===== src/rtl/mdio_mgmt_pkg.sv =====
package mdio_mgmt_pkg;

  localparam int MW_W       = 32;
  localparam int MW_DATA_W  = 16;
  localparam int MW_OP_HI   = 29;
  localparam int MW_OP_LO   = 28;
  localparam int MW_TA_HI   = 17;
  localparam int RATIO_W    = 7;
  localparam logic [1:0] OP_READ = 2'b10;

  typedef enum logic {ENG_IDLE, ENG_RUN} eng_state_e;

  // Full MDC period in system clocks for a select code.
  function automatic logic [RATIO_W-1:0] mdc_ratio(input logic [2:0] sel);
    case (sel)
      3'd0:    mdc_ratio = 7'd8;
      3'd1:    mdc_ratio = 7'd16;
      3'd2:    mdc_ratio = 7'd32;
      3'd3:    mdc_ratio = 7'd48;
      3'd4:    mdc_ratio = 7'd64;
      default: mdc_ratio = 7'd96;
    endcase
  endfunction

  // Length of one MDC phase.
  function automatic logic [RATIO_W-2:0] mdc_half(input logic [2:0] sel);
    logic [RATIO_W-1:0] r;
    r = mdc_ratio(sel);
    mdc_half = r[RATIO_W-1:1];
  endfunction

  function automatic logic is_read_op(input logic [MW_W-1:0] w);
    is_read_op = (w[MW_OP_HI:MW_OP_LO] == OP_READ);
  endfunction

endpackage


===== src/rtl/mdio_mdc_gen.sv =====
module mdio_mdc_gen
  import mdio_mgmt_pkg::*;
#(
  parameter int RW = RATIO_W
) (
  input  logic       clk,
  input  logic       rst_n,
  input  logic       start,
  input  logic       run,
  input  logic [2:0] div_sel,
  output logic       mdc,
  output logic       rise_ev,
  output logic       fall_ev
);
  localparam int HW = RW - 1;

  logic [HW-1:0] half_q;
  logic [HW-1:0] cnt_q;
  logic          at_half;

  assign at_half = (cnt_q == half_q - 1'b1);
  assign rise_ev = run && at_half && !mdc;
  assign fall_ev = run && at_half && mdc;

  always_ff @(posedge clk or negedge rst_n) begin
    if (!rst_n) begin
      half_q <= mdc_half(3'd0);
      cnt_q  <= '0;
      mdc    <= 1'b0;
    end else if (start) begin
      half_q <= mdc_half(div_sel);
      cnt_q  <= '0;
      mdc    <= 1'b0;
    end else if (run) begin
      if (at_half) begin
        cnt_q <= '0;
        mdc   <= ~mdc;
      end else begin
        cnt_q <= cnt_q + 1'b1;
      end
    end else begin
      cnt_q <= '0;
      mdc   <= 1'b0;
    end
  end

  // The phase length stays fixed for the whole of a frame.
  AST_RATIO_HELD: assert property (@(posedge clk) disable iff (!rst_n)
    (run && !start) |=> $stable(half_q));

endmodule


===== src/rtl/mdio_frame_seq.sv =====
module mdio_frame_seq
  import mdio_mgmt_pkg::*;
#(
  parameter int PRE_BITS  = 32,
  parameter int WORD_BITS = MW_W
) (
  input  logic clk,
  input  logic rst_n,
  input  logic cfg_wr,
  input  logic port_en,
  input  logic fall_ev,
  output logic run,
  output logic start,
  output logic [$clog2(PRE_BITS+WORD_BITS)-1:0] slot
);
  localparam int SLOTS = PRE_BITS + WORD_BITS;
  localparam int IDX_W = $clog2(SLOTS);
  localparam logic [IDX_W-1:0] LAST = IDX_W'(SLOTS - 1);

  eng_state_e       state_q;
  logic [IDX_W-1:0] slot_q;
  logic             last_fall;

  assign run       = (state_q == ENG_RUN);
  assign start     = cfg_wr && port_en && (state_q == ENG_IDLE);
  assign last_fall = fall_ev && (slot_q == LAST);
  assign slot      = slot_q;

  always_ff @(posedge clk or negedge rst_n) begin
    if (!rst_n) begin
      state_q <= ENG_IDLE;
      slot_q  <= '0;
    end else begin
      case (state_q)
        ENG_IDLE: begin
          if (start) begin
            state_q <= ENG_RUN;
            slot_q  <= '0;
          end
        end
        default: begin
          if (!port_en || last_fall) begin
            state_q <= ENG_IDLE;
            slot_q  <= '0;
          end else if (fall_ev) begin
            slot_q <= slot_q + 1'b1;
          end
        end
      endcase
    end
  end

  AST_SLOT_ONLY_ON_FALL: assert property (@(posedge clk) disable iff (!rst_n)
    (run && port_en && !fall_ev) |=> $stable(slot_q));
  AST_LAST_FALL_ENDS: assert property (@(posedge clk) disable iff (!rst_n)
    (run && port_en && fall_ev && slot_q == LAST) |=> !run);

endmodule


===== src/rtl/mdio_frame_shift.sv =====
module mdio_frame_shift
  import mdio_mgmt_pkg::*;
#(
  parameter int PRE_BITS  = 32,
  parameter int WORD_BITS = MW_W
) (
  input  logic                 clk,
  input  logic                 rst_n,
  input  logic                 cfg_wr,
  input  logic [WORD_BITS-1:0] cfg_wdata,
  input  logic                 run,
  input  logic [$clog2(PRE_BITS+WORD_BITS)-1:0] slot,
  input  logic                 rise_ev,
  input  logic                 mdc,
  input  logic                 mdio_i,
  output logic [WORD_BITS-1:0] word_q,
  output logic                 mdio_o,
  output logic                 mdio_oe
);
  localparam int SLOTS     = PRE_BITS + WORD_BITS;
  localparam int IDX_W     = $clog2(SLOTS);
  localparam int POS_W     = $clog2(WORD_BITS);
  localparam int REL_SLOT  = PRE_BITS + (WORD_BITS - 1 - MW_TA_HI);
  localparam int DATA_SLOT = SLOTS - MW_DATA_W;
  localparam logic [IDX_W-1:0] LAST = IDX_W'(SLOTS - 1);

  logic [IDX_W-1:0] pos_full;
  logic [POS_W-1:0] pos;
  logic             read_q;
  logic             in_pre;
  logic             cap_ev;

  assign pos_full = LAST - slot;
  assign pos      = pos_full[POS_W-1:0];
  assign read_q   = is_read_op(word_q);
  assign in_pre   = (slot < IDX_W'(PRE_BITS));
  assign cap_ev   = run && rise_ev && read_q && (slot >= IDX_W'(DATA_SLOT));

  always_comb begin
    if (!run)        mdio_o = 1'b1;
    else if (in_pre) mdio_o = 1'b1;
    else             mdio_o = word_q[pos];
  end

  assign mdio_oe = run && (!read_q || (slot < IDX_W'(REL_SLOT)));

  always_ff @(posedge clk or negedge rst_n) begin
    if (!rst_n) begin
      word_q <= '0;
    end else if (cfg_wr && !run) begin
      word_q <= cfg_wdata;
    end else if (cap_ev) begin
      word_q[pos] <= mdio_i;
    end
  end

  AST_LINE_STILL_IN_HIGH: assert property (@(posedge clk) disable iff (!rst_n)
    (mdc && $past(mdc)) |-> ($stable(mdio_o) && $stable(mdio_oe)));
  AST_HEADER_HELD: assert property (@(posedge clk) disable iff (!rst_n)
    run |=> $stable(word_q[WORD_BITS-1:MW_DATA_W]));
  AST_RELEASED_WHEN_SAMPLING: assert property (@(posedge clk) disable iff (!rst_n)
    cap_ev |-> !mdio_oe);

endmodule


===== src/rtl/mdio_mgmt_engine.sv =====
module mdio_mgmt_engine
  import mdio_mgmt_pkg::*;
#(
  parameter int PRE_BITS = 32
) (
  input  logic        clk,
  input  logic        rst_n,
  input  logic        port_en,
  input  logic [2:0]  div_sel,
  input  logic        cfg_wr,
  input  logic [31:0] cfg_wdata,
  output logic [31:0] word_rd,
  output logic        idle,
  output logic        mdc,
  output logic        mdio_o,
  output logic        mdio_oe,
  input  logic        mdio_i
);
  localparam int IDX_W = $clog2(PRE_BITS + MW_W);

  logic             run;
  logic             start;
  logic             run_gate;
  logic             rise_ev;
  logic             fall_ev;
  logic [IDX_W-1:0] slot;

  assign run_gate = run && port_en;
  assign idle     = !run;

  mdio_frame_seq #(.PRE_BITS(PRE_BITS), .WORD_BITS(MW_W)) u_seq (
    .clk(clk), .rst_n(rst_n), .cfg_wr(cfg_wr), .port_en(port_en),
    .fall_ev(fall_ev), .run(run), .start(start), .slot(slot)
  );

  mdio_mdc_gen #(.RW(RATIO_W)) u_div (
    .clk(clk), .rst_n(rst_n), .start(start), .run(run_gate),
    .div_sel(div_sel), .mdc(mdc), .rise_ev(rise_ev), .fall_ev(fall_ev)
  );

  mdio_frame_shift #(.PRE_BITS(PRE_BITS), .WORD_BITS(MW_W)) u_shift (
    .clk(clk), .rst_n(rst_n), .cfg_wr(cfg_wr), .cfg_wdata(cfg_wdata),
    .run(run), .slot(slot), .rise_ev(rise_ev), .mdc(mdc), .mdio_i(mdio_i),
    .word_q(word_rd), .mdio_o(mdio_o), .mdio_oe(mdio_oe)
  );

  AST_IDLE_QUIET: assert property (@(posedge clk) disable iff (!rst_n)
    idle |-> (!mdc && !mdio_oe));
  AST_ABORT_RELEASES: assert property (@(posedge clk) disable iff (!rst_n)
    (!idle && !port_en) |=> (idle && !mdc && !mdio_oe));

endmodule


===== config.mk =====
export PLATFORM = sky130hd
export DESIGN_NAME = mdio_mgmt_engine
export DESIGN_NICKNAME = d
export VERILOG_FILES = /design/src/rtl/mdio_mgmt_pkg.sv /design/src/rtl/mdio_mdc_gen.sv /design/src/rtl/mdio_frame_seq.sv /design/src/rtl/mdio_frame_shift.sv /design/src/rtl/mdio_mgmt_engine.sv
export SDC_FILE = /design/constraint.sdc
export NUM_CORES = 1
export LEC_CHECK = 0
export CAP_MARGIN = 20
export CORE_MARGIN = 3
export CORE_UTILIZATION = 52
export DETAILED_ROUTE_END_ITERATION = 7
export DONT_BUFFER_PORTS = 1
export HOLD_SLACK_MARGIN = 0.03
export PLACE_DENSITY = 0.67
export SLEW_MARGIN = 20
export SYNTH_ARGS = -nofsm -noshare
export SYNTH_HDL_FRONTEND = slang
export SYNTH_SLANG_ARGS = --single-unit

===== constraint.sdc =====
create_clock -name clk -period 5.95 [get_ports clk]
set_input_delay 0 -clock clk [delete_from_list [all_inputs] [get_ports clk]]
set_output_delay 0 -clock clk [all_outputs]
set_load 0.01 [all_outputs]

==> impl_metrics.yaml <==
routing:
  wl_per_cell_um: 17.5
  drc: 0
  avgViaCountPerCell: 5.80
  detail-route-antenna-nets: 0
  dr.first_iter.drc_count: 162
  dr.pass1.iters: 4
  via_count: 2238
  wl_um: 6740
die:
  num_rows: 26
  ioPinCount: 76
  die_h_um: 80.5
  core_um2: 5240
  die_width_um: 80.5
  dieArea_um2: 6480
  floorplan.initialDensity_pct: 55.1
sta:
  fin_skew_ns: 0.00567
  hold_violations: 0
  post-route-min-period_ns: 2.91
  max-slew-margin-rel_pct: 34.8
  setup_violations: 0
  max_freq_ghz: 0.343
  fin_crit_sh_pct: 48.9
  tightest_slew_ns: 0.976
  setup_ws_ns: 3.04
  maxSlewViolCount: 0
  fin_tns_setup_ns: 0
  timing.hold.ws_ns: 0.0571
  rsz0062_at_grt: "false"
power_and_ir_drop:
  leakage_nw: 1.60
  cellPowerDensity_nw_per_um2: 256
  peakVddDrop_mv: 0.168
cts:
  cts_resized: 0
  htree_levels: 2
  cts-buffers-inserted: 5
  root_buffer: "clkbuf_8"
  cts.sinks: 50
  cts_max_path_buffers: 2
  post_cts_buffers: 0
  cts_tree: "yes"
  insertion_delay_ns: 0.31
  cts.reportedPaths.clkPinSlew_ns: 0.10
critical_path:
  crit_arrival_ns: 3.11
  path_class: "flop to flop"
  critPathLaunchType: "flop"
  cp.required_ns: 6.15
  end_kind: "flop"
  critPathMaxFanout: 16
global_route:
  grt_pass1_wl_um: 11200
  antenna_found_initial: 0
  first_global_vias: 2224
  overflow: 0
  grt_use_total_pct: 22.6
  grt_start_max_net_pins: 51
final_layout:
  nets: 361
  drive_gt1_share_pct: 14.2
  layout_commonest_cell: "dlygate4sd3_1"
  antenna_cells: 0
  area.growth.synth_to_final_pct: 23.6
  final_cell_mix: "dlygate4sd3_1, dfrtp_1, nand2_1, o21ai_0, and3_1"
placed_design:
  dp_worst_setup_slack_ns: 3.46
  gp_congestion: 0.889
  port_buffers: 0
  hpwl_um: 4350
synthesis:
  synth-seq-cells: 50
  syn_avg_cell_area_um2: 10.6
  yosysUniqueCellTypes: 46
  synth_ff_type: "dfrtp_1"
  synth-edff-count: 0
  netlist_instances: 272
  synth_area_um2: 2890
  seq_area_frac_synth_pct: 43.4
  ys_warn_count: 0
  synthesis.nets: 318
  async_reset_ff_share_pct: 100
worst_hold_path:
  hp-class: "primary input to flop"
outcome:
  status: "completed"
run:
  maxCapViolCount: 0
state kept, by name (all words and copies together) (netlist names):
signal and cells:
u_div.cnt_q 6, u_div.half_q 4, u_shift.word_q 32, u_seq.slot 6
u_div.mdc 1, u_seq.run 1
report_power, final:
group	switching (W)	internal, W	total, W	leakage, nW
Sequential	0.0000690	0.000384	0.000453	0.624
Combinational	0.0000964	0.000119	0.000215	0.914
Clock	0.000121	0.000126	0.000247	0.0585
Total	0.000287	0.000629	0.000915	1.60
per-stage QoR:
stage	instance area (µm²)	std cells	total power (W)	utilization [%]
floorplan	2890	272	0.000582	-
global placement	2900	324	0.000614	55.3
detailed placement	2900	324	0.000620	55.3
CTS	3570	386	0.000921	68.1
global route	3570	386	0.000971	68.1
finish	3570	386	0.000915	68.1
synth_stat cells (all sizes together), types with 8 or more instances:
library cell,count,area [µm²]
mux4,8,180
dfrtp,49,1230
mux2i,17,170
nand4,16,100
nor2,16,62.6
o21ai,21,105
clkbuf,10,37.5
inv,10,37.5
mux2,18,206
buf,8,46.3
nand2,29,109
and3,18,113
path summary, 6_finish.rpt:
| check | start | end | slack (ns) | cells after the start |
|---|---|---|---|---|
| hold / removal | cfg_wr | u_seq.run | 0.06 | 2 |
| setup reg to reg | u_div.half_q[2] | u_shift.word_q[13] | 3.04 | 8 |
| max in group asynchronous | rst_n | u_div.half_q[2] | 5.45 | 2 |
| hold reg to reg | u_div.cnt_q[0] | u_div.cnt_q[0] | 0.48 | 1 |
| setup / recovery | u_div.half_q[2] | u_shift.word_q[13] | 3.04 | 8 |
| min in group asynchronous | rst_n | u_shift.word_q[15] | 0.21 | 2 |
area by class of cell:
| class | count | area [µm²] |
|---|---|---|
| inverters | 10 | 37.5 |
| fillers | 420 | 1670 |
| flip-flops and latches | 50 | 1250 |
| repair buffers | 54 | 558 |
| clock inverters | 3 | 43.8 |
| well taps | 70 | 87.6 |
| multi-input cells | 194 | 1520 |
| clock buffers | 5 | 68.8 |
what timing repair did:
| item | 4_1_cts | 5_1_grt |
|---|---|---|
| hold buffers | 54 | 0 |
| hold endpoints to repair | 86 | 0 |
| endpoints found under the setup margin | 0 | 0 |
kinds of logic (layout without fill, tap and decap cells):
logic type | Yosys count | after routing | synth area share, %
AND/OR/NAND/NOR | 97 | 97 | 17.9
flip-flops | 50 | 50 | 43.4
multiplexers | 43 | 43 | 19.3
AO/OA/AOI/OAI | 38 | 38 | 8.84
buffers and inverters | 28 | 72 | 4.21
XOR/XNOR | 10 | 10 | 3.81
adder cells (fa/ha/maj) | 6 | 6 | 2.60
routing by layer:
layer  global-route usage, %  routed length, µm
met3                    5.61                555
met2                    35.6               3330
met1                    30.7               2780
met4                    6.93                 80
met5                       0                  0
critical path: stages, from the launching register on:
cell           delay, ns
dfstp_2             0.57
inv_1               0.05
ha_1                0.29
xor2_1              0.17
and3_1              0.53
nand4_1             0.24
mux2i_1             0.25
o21ai_0             0.10
dlygate4sd3_1       0.60
No activity file was read; power rests on OpenSTA's default activity.
